$ cat config.mk
export PLATFORM = sky130hd
export DESIGN_NAME = nrdiv_top
export DESIGN_NICKNAME = d
export VERILOG_FILES = /design/src/rtl/nrdiv_pkg.sv /design/src/rtl/nrdiv_addsub.sv /design/src/rtl/nrdiv_ctrl.sv /design/src/rtl/nrdiv_datapath.sv /design/src/rtl/nrdiv_top.sv
export SDC_FILE = /design/constraint.sdc
export NUM_CORES = 1
export LEC_CHECK = 0
export BUFFER_PORTS_ARGS = -buffer_cell sky130_fd_sc_hd__buf_2
export CAP_MARGIN = 20
export CORE_AREA = 2 2 62 64
export CTS_CLUSTER_SIZE = 30
export DETAILED_ROUTE_END_ITERATION = 16
export DIE_AREA = 0 0 64 66
export GPL_ROUTABILITY_DRIVEN = 0
export HOLD_SLACK_MARGIN = 0.03
export PLACE_DENSITY = 0.71
export RECOVER_POWER = 25
export SLEW_MARGIN = 25
export SYNTH_ARGS = -nofsm -noshare
export SYNTH_HDL_FRONTEND = slang
export SYNTH_SLANG_ARGS = --single-unit
export TNS_END_PERCENT = 30
$ cat constraint.sdc
create_clock -name clk -period 5.4 [get_ports clk]
set_clock_uncertainty 0.05 [all_clocks]
set_input_delay 0.81 -clock clk [delete_from_list [all_inputs] [get_ports clk]]
set_output_delay 0.81 -clock clk [all_outputs]
set_load 0.1 [all_outputs]
$ cat src/rtl/nrdiv_pkg.sv
package nrdiv_pkg;

  typedef enum logic [1:0] {
    ST_IDLE = 2'd0,
    ST_RUN  = 2'd1,
    ST_FIX  = 2'd2
  } nrdiv_state_e;

endpackage

$ cat src/rtl/nrdiv_addsub.sv
// Ripple adder that adds y (add=1) or the two's complement of y (add=0).
// Carry out of the top bit is dropped.
module nrdiv_addsub #(
  parameter int W = 5
) (
  input  logic [W-1:0] x,
  input  logic [W-1:0] y,
  input  logic         add,
  output logic [W-1:0] sum
);

  logic [W-1:0] yop;
  logic [W-1:0] c;

  assign yop  = y ^ {W{~add}};
  assign c[0] = ~add;

  for (genvar i = 0; i < W; i++) begin : g_bit
    assign sum[i] = x[i] ^ yop[i] ^ c[i];
    if (i < W - 1) begin : g_carry
      assign c[i+1] = (x[i] & yop[i]) | (c[i] & (x[i] ^ yop[i]));
    end
  end

endmodule

$ cat src/rtl/nrdiv_ctrl.sv
module nrdiv_ctrl
  import nrdiv_pkg::*;
#(
  parameter int N = 4
) (
  input  logic clk,
  input  logic rst,
  input  logic start,
  output logic load,
  output logic step,
  output logic fix,
  output logic busy,
  output logic done
);

  localparam int CW = (N > 2) ? $clog2(N) : 1;
  localparam logic [CW-1:0] LAST = CW'(N - 1);

  nrdiv_state_e state;
  logic [CW-1:0] cnt;

  assign load = (state == ST_IDLE) && start;
  assign step = (state == ST_RUN);
  assign fix  = (state == ST_FIX);

  always_ff @(posedge clk) begin
    if (rst) begin
      state <= ST_IDLE;
      cnt   <= '0;
      busy  <= 1'b0;
      done  <= 1'b0;
    end else begin
      done <= 1'b0;
      unique case (state)
        ST_IDLE: begin
          if (start) begin
            state <= ST_RUN;
            cnt   <= '0;
            busy  <= 1'b1;
          end
        end
        ST_RUN: begin
          if (cnt == LAST) state <= ST_FIX;
          else             cnt   <= cnt + 1'b1;
        end
        ST_FIX: begin
          state <= ST_IDLE;
          busy  <= 1'b0;
          done  <= 1'b1;
        end
        default: state <= ST_IDLE;
      endcase
    end
  end

endmodule

$ cat src/rtl/nrdiv_datapath.sv
module nrdiv_datapath #(
  parameter int N = 4
) (
  input  logic           clk,
  input  logic           rst,
  input  logic           load,
  input  logic           step,
  input  logic           fix,
  input  logic [2*N-1:0] dividend,
  input  logic [N-1:0]   divisor,
  output logic [N-1:0]   quotient,
  output logic [N-1:0]   remainder,
  output logic           ovf
);

  localparam int AW = N + 1;

  logic [AW-1:0] a_q;
  logic [N-1:0]  b_q;
  logic [N-1:0]  d_q;
  logic          k_q;
  logic          ovf_pend;

  logic [AW-1:0] a_sh;
  logic [AW-1:0] a_next;
  logic [N-1:0]  a_fixed;

  assign a_sh = {a_q[N-1:0], b_q[N-1]};

  nrdiv_addsub #(.W(AW)) u_step (
    .x   (a_sh),
    .y   ({1'b0, d_q}),
    .add (k_q),
    .sum (a_next)
  );

  nrdiv_addsub #(.W(N)) u_fix (
    .x   (a_q[N-1:0]),
    .y   (d_q),
    .add (1'b1),
    .sum (a_fixed)
  );

  always_ff @(posedge clk) begin
    if (rst) begin
      a_q       <= '0;
      b_q       <= '0;
      d_q       <= '0;
      k_q       <= 1'b0;
      ovf_pend  <= 1'b0;
      quotient  <= '0;
      remainder <= '0;
      ovf       <= 1'b0;
    end else if (load) begin
      a_q      <= {1'b0, dividend[2*N-1:N]};
      b_q      <= dividend[N-1:0];
      d_q      <= divisor;
      k_q      <= 1'b0;
      ovf_pend <= (divisor == '0) || (dividend[2*N-1:N] >= divisor);
    end else if (step) begin
      a_q <= a_next;
      b_q <= {b_q[N-2:0], ~a_next[N]};
      k_q <= a_next[N];
    end else if (fix) begin
      quotient  <= b_q;
      remainder <= a_q[N] ? a_fixed : a_q[N-1:0];
      ovf       <= ovf_pend;
    end
  end

endmodule

$ cat src/rtl/nrdiv_top.sv
module nrdiv_top #(
  parameter int N = 4
) (
  input  logic           clk,
  input  logic           rst,
  input  logic           start,
  input  logic [2*N-1:0] dividend,
  input  logic [N-1:0]   divisor,
  output logic           busy,
  output logic           done,
  output logic           ovf,
  output logic [N-1:0]   quotient,
  output logic [N-1:0]   remainder
);

  logic load, step, fix;

  nrdiv_ctrl #(.N(N)) u_ctrl (
    .clk   (clk),
    .rst   (rst),
    .start (start),
    .load  (load),
    .step  (step),
    .fix   (fix),
    .busy  (busy),
    .done  (done)
  );

  nrdiv_datapath #(.N(N)) u_dp (
    .clk       (clk),
    .rst       (rst),
    .load      (load),
    .step      (step),
    .fix       (fix),
    .dividend  (dividend),
    .divisor   (divisor),
    .quotient  (quotient),
    .remainder (remainder),
    .ovf       (ovf)
  );

endmodule

# Word-level counts from Yosys, hierarchy flattened
# Cells that the tools add are included.
dict set report classes {
  addsub 1
  order_cmp 1
  n_eq_ne 6
  n_mux 14
  bitwise 41
  n_reduce_logical 12
}
# operator count
set op_table {}
lappend op_table {{$mux W4} 5}
lappend op_table {{$xor A1 B1 Y1} 17}
lappend op_table {{$and A1 B1 Y1} 13}
lappend op_table {{$mux W2} 4}
lappend op_table {{$pmux W2 S2} 2}
lappend op_table {{$or A1 B1 Y1} 6}
lappend op_table {{$reduce_and A3 Y1} 2}
lappend op_table {{$reduce_bool A2 Y1} 3}
lappend op_table {{$xor A4 B5 Y5} 1}
lappend op_table {{$eq A2 B2 Y1 const B} 2}
lappend op_table {{$ge A4 B4 Y1} 1}
lappend op_table {{$logic_not A4 Y1} 1}
lappend op_table {{$ne A2 B2 Y1 const B} 2}
lappend op_table {{$not A1 Y1} 4}
lappend op_table {{$reduce_and A2 Y1} 2}
lappend op_table {{$add A2 B1 Y2 const B} 1}
lappend op_table {{$eq A2 B1 Y1 const B} 1}
lappend op_table {{$logic_not A2 Y1} 1}
lappend op_table {{$mux W1} 2}
lappend op_table {{$ne A2 B1 Y1 const B} 1}
lappend op_table {{$pmux W1 S2} 1}
lappend op_table {{$reduce_or A2 Y1} 1}
lappend op_table {{$logic_and A1 B1 Y1} 1}
lappend op_table {{$logic_or A1 B1 Y1} 1}
dict set report totals {
  ff_bits 29
  output_inout_bits 11
  elab_cells 87
}

# Logic depth before layout (Yosys ltp)
# Gate-level depths: netlist of run 1.
dict set report logic_depth {
  depth_word 15
  ltp_mapped 10
}

# Hierarchy
# Synthesis of run 1 repeated with hierarchy kept, for this count alone.
dict set report unflattened {
  hier_cells 173
  area_unflattened_um2 1604.0
}
# module n_inst cells_each area_per_inst_um2 seq_area_each_um2
set by_module_without_submodules {}
lappend by_module_without_submodules {nrdiv_datapath 1 111 1048.5 460.4}
lappend by_module_without_submodules {nrdiv_ctrl 1 29 267.8 120.1}
lappend by_module_without_submodules {{nrdiv_addsub at u_dp.u_step} 1 19 171.4 0.0}
lappend by_module_without_submodules {{nrdiv_addsub at u_dp.u_fix} 1 14 116.4 0.0}

# Worst setup path before layout of run 1
# Ideal clock, no wire load.
dict set report synth_path {
  path_type {register to register}
  start {reg u_dp.a_q[4] (netlist name)}
  end {reg u_dp.b_q[0]}
  setup_ns 0.124
  arrival_time_ns 2.313
  required_ns 5.226
  setup_slack_ns 2.913
  path_stages_with_launch 11
  path_buffers 1
  period_less_slack_ns 2.487
  path_cell_list {dfxtp_1 > buf_2 > xnor2_1 > fa_1 > inv_1 > fa_1 > fa_1 > xnor2_1 > xor2_1 > a222oi_1 > nor2_1}
}
# item line
set synth_rtl {}
lappend synth_rtl {{end signal, assigned} nrdiv_datapath.sv:56} ;# b_q <= dividend[N-1:0];
lappend synth_rtl {{end signal, assigned} nrdiv_datapath.sv:62} ;# b_q <= {b_q[N-2:0], ~a_next[N]};
lappend synth_rtl {{end, declared} nrdiv_datapath.sv:19} ;# logic [N-1:0] b_q;

==> metrics.md, run 1 <==
| Metric | Value |
|---|---|
| Port-buffer cells | `25` |
| Post-synthesis sequential area ratio | `a little under two fifths` |
| Clock buffer depth | `2` |
| Cell accounting for the most synthesized area | `dfxtp_1` |
| Sink Count | `29` |
| RSZ-0062 raised after global routing | `false` |
| Worst setup EP type | `register` |
| CTS clk-pin slew, worst paths | `roughly 0.090 ns` |
| Post-DP HPWL | `approximately 2100 um` |
| Commonest non-fill, non-tap cell in the layout | `nor2_1` |
| Top-area cell type share of the netlist area | `about 38%` |
| Detailed Route WL | `roughly 2900 um` |
| Max_cap viols | `0` |
| Initial Util | `43.6%` |
| Pin count of the biggest net entering global routing | `30` |
| I/O pin count | `26` |
| Hold Path Sink | `u_dp.remainder[1]$_SDFFE_PP0P_` |
| ANT cells | `0` |
| Max transition margin | `45.4%` |
| Synth cell types | `37` |
| Drt drc | `0` |
| Die width | `64 um` |
| Commonest non-fill, non-tap cells in the layout | `nor2_1, dfxtp_1, buf_2` |
| Cells after Synth | `about 170` |
| Peak VDD IR | `just over 0.09 mV` |
| WHS Path Cells | `2` |
| Number of flops mapped to enable cells by yosys | `0` |
| Clk_lat worst skew | `approximately 0.32 ns` |
| Vias per cell | `around 5` |
| DP Cell Count | `about 240` |
| DR pass1 iterations | `4` |
| Register area | `581 um2` |
| Worst path required time | `~5.6 ns` |
| Die Y-Extent | `between 60 and 70 um` |
| Vias in the first global route | `1173` |
| Outcome | `complete, no violations` |
| # Post-CTS Setup Buffers | `0` |
| Crit start category | `register` |
| Async set-reset flop share out of synthesis | `0%` |
| WS Path Type | `register to register` |
| FP Rows | `22` |
| Layout cells sized above 1 | `about 16%` |
| Seq cells post-synth | `29` |
| GRT Total Usage | `around 16%` |
| First-pass GRT wire length | `5270 um` |
| CTS root buffer | `clkbuf_4` |
| Nets | `222` |
| Antenna violations before repair | `0` |
| CTS tree | `done` |
| Minimum clock period after layout | `between 2 and 3 ns` |
| Hold-fix buffers at CTS | `0` |
| Drt wl/cell | `about 12 um` |
| Post-synthesis cell area | `0.00155 mm2` |
| Critical R2R Launch | `u_dp.a_q[4]$_SDFFE_PP0P_` |
| Mapped Nets | `between 150 and 200` |
| Ys Warns | `0` |
| Final period util | `49.9%` |
| DR iter-0 viols | `69` |
| Layout Cells excl Fill | `~250` |
| Sum Neg Setup Slack | `0 ns` |
| Final Setup Violations | `0` |
| Area contributors post-synth | `dfxtp_1, nor2_1, fa_1, ha_1, mux2i_1` |
| Max Freq | `roughly 370 MHz` |
| Synth-to-layout area growth | `8.58%` |
| Worst-Margin Slew | `0.815 ns` |
| Post-synthesis average cell area | `8.94 um2` |
| Fin. Hold Viols | `0` |
| Worst flop-to-flop path endpoint | `u_dp.b_q[0]$_SDFFE_PP0P_` |
| Max FO, Critical Path | `11` |
| Hold path start | `u_dp.remainder[1]$_SDFFE_PP0P_` |
| Final Slew Violations | `0` |
| Pwr/cell area | `between 200 and 300 mW/mm2` |
| Worst min path class | `register to register` |
| Post-CTS sizing | `0` |
| Routed via count | `between 1000 and 1500` |
| Total CTS buffers | `5` |
| Fill cells | `about 360` |
| Area of the multi-input gates | `815 um2` |
| Leakage | `between 0.7 and 0.8 nW` |
| CP arrival | `~2.8 ns` |
| Std-Cell Core Area | `0.00355 mm2` |
| Cells on worst reg2reg path | `9` |
| Antenna Nets Post-Route | `0` |
| Worst reg2reg setup slack | `2.71 ns` |
| Total congestion overflow | `0` |
| Die ar. | `about 0.0042 mm2` |
| Synth Flop Type | `dfxtp_1` |
| # H-tree levels | `2` |
[critical path, stage by stage, from the launching register on]
cell and delay, ns:
dfxtp_1 0.63, xnor2_1 0.20, fa_1 0.20, inv_1 0.05
fa_1 0.37, fa_1 0.39, xnor2_1 0.21, xor2_1 0.10
a222oi_1 0.31, nor2_1 0.06
[worst max-delay path by stage]
stage	from	endpoint	slack, ns	cells after the start
after floorplan	u_dp.a_q[4]$_SDFFE_PP0P_	u_dp.b_q[0]$_SDFFE_PP0P_	2.91	10
after global routing	u_dp.a_q[4]$_SDFFE_PP0P_	u_dp.b_q[0]$_SDFFE_PP0P_	2.52	9
after detailed placement	u_dp.a_q[4]$_SDFFE_PP0P_	u_dp.b_q[0]$_SDFFE_PP0P_	2.68	9
after global placement	u_dp.a_q[4]$_SDFFE_PP0P_	u_dp.b_q[0]$_SDFFE_PP0P_	2.76	9
final	u_dp.a_q[4]$_SDFFE_PP0P_	u_dp.b_q[0]$_SDFFE_PP0P_	2.71	9
after CTS	u_dp.a_q[4]$_SDFFE_PP0P_	u_dp.b_q[0]$_SDFFE_PP0P_	2.68	9
[sequential cells by signal, indices dropped and copies added (netlist names)]
signal          flops
u_dp.remainder      4
u_dp.b_q            4
u_ctrl.done         1
u_dp.ovf_pend       1
u_ctrl.busy         1
u_dp.a_q            5
u_dp.d_q            4
u_dp.ovf            1
u_dp.quotient       4
u_ctrl.cnt          2
u_ctrl.state        2
[through the flow]
| step | hold WS [ns] | setup slack, ns | power (mW) | cell area [um2] | utilization, % |
|---|---|---|---|---|---|
| 2_1_floorplan | 0.382 | 2.91 | 0.327 | 1550 | - |
| 3_3_place_gp | 0.387 | 2.76 | 0.347 | 1660 | 46.7 |
| 3_5_place_dp | 0.392 | 2.68 | 0.349 | 1660 | 46.7 |
| 4_1_cts | 0.403 | 2.68 | 0.472 | 1710 | 48.1 |
| 5_1_grt | 0.431 | 2.52 | 0.495 | 1680 | 47.3 |
| 6_report | 0.398 | 2.71 | 0.462 | 1680 | 47.3 |
[kinds of logic after synthesis]
group | after synthesis | share of synthesized area, %
compound gates | 34 | 15.0
xor+xnor | 9 | 5.10
fa+ha+maj | 11 | 11.3
buf+inv | 22 | 7.93
flops | 29 | 37.5
mux | 7 | 4.53
simple gates | 61 | 18.5
[power breakdown]
group	switching, mW	total, mW	internal, mW
Sequential	0.0165	0.243	0.227
Combinational	0.0524	0.0974	0.0449
Clock	0.0726	0.122	0.0495
Total	0.142	0.462	0.321
[metal layers]
layer,track usage [%],vias to the layer above,part of all wire (%)
met5,0,-,0
met4,5.71,0,1.0
met3,4.77,4,5.5
met2,25.1,32,44
met1,21.5,542,49
li1,-,630,-
[synth_stat cells (2+ instances only)]
cell        n
a211oi_1    6
inv_1      12
buf_6       2
xnor2_1     4
xor2_1      5
clkbuf_8    2
nor2_1     31
a22oi_1     3
a21oi_1    12
nor3_1      6
fa_1        5
mux2i_1     7
nand2b_1    2
a2bb2oi_1   4
o22ai_1     2
nand2_1    14
dfxtp_1    29
buf_2       3
ha_1        6
[cell type report]
type | count | area share, %
Tap cell | 48 | 3.58
Sequential cell | 29 | 34.6
Clock inverter | 2 | 0.596
Multi-Input combinational cell | 122 | 48.5
Timing Repair Buffer | 25 | 7.38
Clock buffer | 6 | 2.46
Inverter | 13 | 2.91
Power figures use the tool's default switching activity.
==> run 2, diff against run 1 <==
clock period = 2.73 ns   (was 5.4 ns; I/O delays follow)
==> metrics.md, run 2 (same netlist as run 1, synthesis figures left out) <==
| Metric | Value |
|---|---|
| Vias per cell | `4.94 (+0.25%)` |
| Routed via count | `1216 (+0.66%)` |
| Detailed Route WL | `3180 um (+10%)` |
| Worst setup EP type | `register` |
| Max_cap viols | `0 (unchanged)` |
| Max Freq | `396 MHz (+6.5%)` |
| Worst min path class | `input pin to register` |
| DR pass1 iterations | `4 (unchanged)` |
| Max FO, Critical Path | `4 (-7)` |
| Synth-to-layout area growth | `10.2%` |
| Layout cells sized above 1 | `17.7% (+1.9 points)` |
| Sink Count | `29 (unchanged)` |
| Clk_lat worst skew | `0.33 ns (about the same)` |
| DP Cell Count | `239 (+0.84%)` |
| Final Slew Violations | `0 (unchanged)` |
| CTS tree | `done` |
| Nets | `224 (+0.90%)` |
| CTS clk-pin slew, worst paths | `0.09 ns (about the same)` |
| Std-Cell Core Area | `0.00355 mm2 (unchanged)` |
| Initial Util | `43.6% (unchanged)` |
| Clock buffer depth | `2 (unchanged)` |
| Sum Neg Setup Slack | `0 ns (unchanged)` |
| Largest Register | `u_dp.a_q` |
| First-pass GRT wire length | `5330 um (+1.2%)` |
| Final period util | `92.6% (+43 points)` |
| Vias in the first global route | `1168 (-0.43%)` |
| Die ar. | `0.00422 mm2 (unchanged)` |
| Total congestion overflow | `0 (unchanged)` |
| Leakage | `0.762 nW (+2.0%)` |
| Pwr/cell area | `558 mW/mm2 (+100%)` |
| Post-DP HPWL | `2300 um (+8.0%)` |
| Drt wl/cell | `12.9 um (+9.8%)` |
| ANT cells | `0 (unchanged)` |
| Port-buffer cells | `25 (unchanged)` |
| Antenna violations before repair | `0 (unchanged)` |
| Worst path required time | `2.89 ns (-2.66 ns)` |
| Peak VDD IR | `0.233 mV (+150%)` |
| Post-CTS sizing | `0 (unchanged)` |
| GRT Total Usage | `17.0% (+0.74 points)` |
| Total CTS buffers | `5 (unchanged)` |
| Max FFs per register | `5 (unchanged)` |
| DR iter-0 viols | `83 (+20%)` |
| Hold-fix buffers at CTS | `0 (unchanged)` |
| FP Rows | `22 (unchanged)` |
| CP arrival | `2.69 ns (-0.15 ns)` |
| WS Path Type | `register to register` |
| Commonest non-fill, non-tap cell in the layout | `nor2_1` |
| Fin. Hold Viols | `0 (unchanged)` |
| RSZ-0062 raised after global routing | `false` |
| Final Setup Violations | `0 (unchanged)` |
| Die width | `64 um (unchanged)` |
| Pin count of the biggest net entering global routing | `30 (unchanged)` |
| Drt drc | `0 (unchanged)` |
| Max transition margin | `42.2% (-3.2 points)` |
| Minimum clock period after layout | `2.53 ns (-0.165 ns)` |
| CTS root buffer | `clkbuf_4` |
| # Post-CTS Setup Buffers | `0 (unchanged)` |
| Antenna Nets Post-Route | `0 (unchanged)` |
| Die Y-Extent | `66 um (unchanged)` |
| Worst-Margin Slew | `0.864 ns (+0.0485 ns)` |
| Outcome | `complete, no violations` |
| I/O pin count | `26 (unchanged)` |
| Crit start category | `register` |
| # H-tree levels | `2 (unchanged)` |
| Layout Cells excl Fill | `246 (+0.41%)` |
| Commonest non-fill, non-tap cells in the layout | `nor2_1, dfxtp_1, buf_2` |
[run 2: changes by cell type in the layout (fill, tap and decap cells not counted)]
| cell | before | now |
|---|---|---|
| clkbuf_8 | 0 | 1 |
| nor2_2 | 0 | 1 |
| nor2_1 | 33 | 32 |
| buf_2 | 24 | 25 |
| or2_4 | 0 | 1 |
| clkinv_2 | 2 | 0 |
| clkbuf_1 | 2 | 1 |
| buf_4 | 0 | 2 |
| or2_0 | 1 | 0 |
[run 2: critical path, cell delays in order, from the launching register on]
cell	delay [ns]
dfxtp_1	0.41
inv_1	0.08
mux2i_1	0.17
fa_1	0.19
inv_1	0.05
fa_1	0.37
fa_1	0.39
xnor2_1	0.22
xor2_1	0.09
a222oi_1	0.32
nor2_1	0.07
[run 2: power breakdown]
part	internal (mW)	switching (mW)
Combinational	0.0945	0.112
Sequential	0.448	0.0281
Clock	0.121	0.146
Total	0.664	0.286
[run 2: stage by stage]
| step | setup WS [ns] | total power [mW] | instance area [um2] | util (%) | hold slack (ns) |
|---|---|---|---|---|---|
| 5_1_grt | 0.0168 | 1.01 | 1700 | 48.0 | 0.275 |
| 2_1_floorplan | 0.243 | 0.648 | 1550 | - | 0.382 |
| 3_3_place_gp | 0.301 | 0.692 | 1670 | 47.1 | 0.388 |
| 6_report | 0.203 | 0.950 | 1700 | 48.0 | 0.282 |
| 3_5_place_dp | 0.196 | 0.699 | 1670 | 47.1 | 0.395 |
| 4_1_cts | 0.183 | 0.962 | 1730 | 48.7 | 0.276 |
[run 2: final timing paths]
| check | startpoint | end | slack [ns] | cells past startpoint |
|---|---|---|---|---|
| max | u_dp.b_q[3]$_SDFFE_PP0P_ | u_dp.b_q[0]$_SDFFE_PP0P_ | 0.20 | 10 |
| min | dividend[0] | u_dp.b_q[0]$_SDFFE_PP0P_ | 0.28 | 3 |
| max reg2reg | u_dp.b_q[3]$_SDFFE_PP0P_ | u_dp.b_q[0]$_SDFFE_PP0P_ | 0.20 | 10 |
| min reg2reg | u_dp.quotient[0]$_SDFFE_PP0P_ | u_dp.quotient[0]$_SDFFE_PP0P_ | 0.40 | 2 |
[run 2: final cells by class]
| class | count | area (um2) |
|---|---|---|
| Sequential cell | 29 | 581 |
| Tap cell | 48 | 60.1 |
| Fill cell | 357 | 1850 |
| Inverter | 13 | 48.8 |
| Multi-Input combinational cell | 122 | 820 |
| Timing Repair Buffer | 27 | 140 |
| Clock buffer | 7 | 55.1 |
[run 2: metal layers]
layer	track usage [%]	vias to the layer above	part of all wire [%]
met2	26.6	32	46
met3	6.13	5	5.7
li1	-	634	-
met5	0	-	0
met1	21.3	545	47
met4	6.52	0	1.5
==> run 3, diff against run 2 <==
CORE_AREA = 2 2 59 67   (was 2 2 62 64)
DIE_AREA = 0 0 61 69   (was 0 0 64 66)
==> metrics.md, run 3 (same netlist as run 1, synthesis figures left out) <==
| Metric | Value |
|---|---|
| Final worst slack | `0.165 ns (-0.0380 ns)` |
| Crit start category | `register` |
| Fin util | `49.6% (+1.6 points)` |
| WHS Path Cells | `3 (unchanged)` |
| Fin. Hold Viols | `0 (unchanged)` |
| Vias per cell | `4.92 (-0.39%)` |
| FP Rows | `23 (+4.5%)` |
| CP endpoint | `u_dp.b_q[0]$_SDFFE_PP0P_` |
| Drt wl/cell | `12.9 um (-0.15%)` |
| DR iter-0 viols | `61 (-27%)` |
| Antenna violations before repair | `0 (unchanged)` |
| ANT cells | `0 (unchanged)` |
| Fin area | `0.00176 mm2 (+3.1%)` |
| Peak VDD IR | `0.203 mV (-13%)` |
| Commonest non-fill, non-tap cells in the layout | `nor2_1, dfxtp_1, buf_2` |
| Crit path launch | `u_dp.d_q[0]$_SDFFE_PP0P_` |
| Commonest non-fill, non-tap cell in the layout | `nor2_1` |
| RSZ-0062 raised after global routing | `false` |
| Die Y-Extent | `69 um (+4.5%)` |
| Max FO, Critical Path | `4 (unchanged)` |
| Nets | `224 (unchanged)` |
| Leakage | `0.784 nW (+2.8%)` |
| Critical R2R Launch | `u_dp.d_q[0]$_SDFFE_PP0P_` |
| Worst min path class | `input pin to register` |
| Vias in the first global route | `1258 (+7.7%)` |
| Hold-fix buffers at CTS | `0 (unchanged)` |
| I/O pin count | `26 (unchanged)` |
| Hold path start | `dividend[0]` |
| Max Freq | `390 MHz (-1.5%)` |
| Total CTS buffers | `5 (unchanged)` |
| Final Setup Violations | `0 (unchanged)` |
| Max FFs per register | `5 (unchanged)` |
| Die width | `61 um (-4.7%)` |
| Drt drc | `0 (unchanged)` |
| Antenna Nets Post-Route | `0 (unchanged)` |
| First-pass GRT wire length | `5580 um (+4.5%)` |
| CTS tree | `done` |
| Post-DP HPWL | `2300 um (+0.18%)` |
| WS Path Type | `register to register` |
| CTS root buffer | `clkbuf_8` |
| Worst reg2reg setup slack | `0.16 ns (-0.04 ns)` |
| # Post-CTS Setup Buffers | `0 (unchanged)` |
| DP Worst Slack | `0.130 ns (-0.0664 ns)` |
| GRT Total Usage | `17.9% (+0.95 points)` |
| Placed cell area | `0.00168 mm2 (+0.15%)` |
| Cells on worst reg2reg path | `9 (-1)` |
| Layout cells sized above 1 | `19.1% (+1.4 points)` |
| Pin count of the biggest net entering global routing | `30 (unchanged)` |
| # H-tree levels | `2 (unchanged)` |
| Pwr/cell area | `620 mW/mm2 (+11%)` |
| Max_cap viols | `0 (unchanged)` |
| DR pass1 iterations | `4 (unchanged)` |
| Sink Count | `29 (unchanged)` |
| Final Slew Violations | `0 (unchanged)` |
| Fill cells | `373 (+4.5%)` |
| Max transition margin | `41.0% (-1.1 points)` |
| Routed via count | `1226 (+0.82%)` |
| Initial Util | `43.7% (+0.14 points)` |
| Die ar. | `0.00421 mm2 (-0.36%)` |
| Pwr Total | `1.09 mW (+15%)` |
| Worst path required time | `2.85 ns (-0.04 ns)` |
| Synth-to-layout area growth | `13.6%` |
| Outcome | `complete, no violations` |
| Worst setup EP type | `register` |
| CP arrival | `2.68 ns (about the same)` |
| Total congestion overflow | `0 (unchanged)` |
| Minimum clock period after layout | `2.57 ns (+0.0380 ns)` |
| Clock buffer depth | `2 (unchanged)` |
| Sum Neg Setup Slack | `0 ns (unchanged)` |
| Detailed Route WL | `3210 um (+1.1%)` |
| Largest Register | `u_dp.a_q` |
| Std-Cell Core Area | `0.00354 mm2 (-0.32%)` |
| CTS clk-pin slew, worst paths | `0.06 ns (-0.03 ns)` |
| Worst-Margin Slew | `0.881 ns (+0.0172 ns)` |
| Clk_lat worst skew | `0.29 ns (-0.04 ns)` |
| Worst flop-to-flop path endpoint | `u_dp.b_q[0]$_SDFFE_PP0P_` |
| Port-buffer cells | `25 (unchanged)` |
| Final period util | `94.0% (+1.4 points)` |
## run 3: metrics by stage
| step | instances | hold WS (ns) |
|---|---|---|
| finish | 249 | 0.315 |
| global route | 249 | 0.333 |
| CTS | 249 | 0.317 |
| detailed placement | 241 | 0.397 |
| global placement | 241 | 0.385 |
| floorplan | 173 | 0.382 |
## run 3: timing repair
action | in CTS | in global routing
gates resized for setup | 0 | 3
endpoints found under the hold margin | 0 | 0
setup endpoints to repair | 0 | 1
## run 3: routing by layer
metal / track usage [%] / vias to the layer above / wire [um]
li1: - / 637 / -
met1: 20.7 / 561 / 1470
met2: 28.6 / 19 / 1530
met3: 3.94 / 9 / 102
met4: 11.8 / 0 / 104
met5: 0 / - / 0
## run 3: final cells by class
cell class              instances  area (um2)  area share, %
inverters                      13        48.8           2.78
well taps                      50        62.6           3.56
clock inverters                 1        5.00          0.285
multi-input cells             122         825           46.9
flip-flops and latches         29         583           33.2
clock buffers                   7        96.3           5.48
repair buffers                 27         136           7.76
## run 3: how the worst min path moves through the flow
stage,to,slack (ns)
global route,u_dp.b_q[0]$_SDFFE_PP0P_,0.33
CTS,u_dp.b_q[0]$_SDFFE_PP0P_,0.32
detailed placement,u_dp.quotient[2]$_SDFFE_PP0P_,0.40
finish,u_dp.b_q[0]$_SDFFE_PP0P_,0.31
floorplan,u_dp.ovf$_SDFFE_PP0P_,0.38
global placement,u_dp.remainder[1]$_SDFFE_PP0P_,0.39
## run 3: worst max-delay path, cell delays in order, from the launching register on
cell and delay [ns]:
dfxtp_1 0.40, mux2i_1 0.24, fa_1 0.19, inv_1 0.05, fa_1 0.38, fa_1 0.42, xnor2_2 0.17, xor2_1 0.15
a222oi_1 0.32, nor2_1 0.06
## run 3: report_power, final
group	switching [mW]	leakage [nW]	total, mW	internal (mW)
registers	0.0276	0.238	0.477	0.449
clock network	0.173	0.0542	0.400	0.227
logic	0.115	0.491	0.212	0.0967
total	0.316	0.784	1.09	0.774
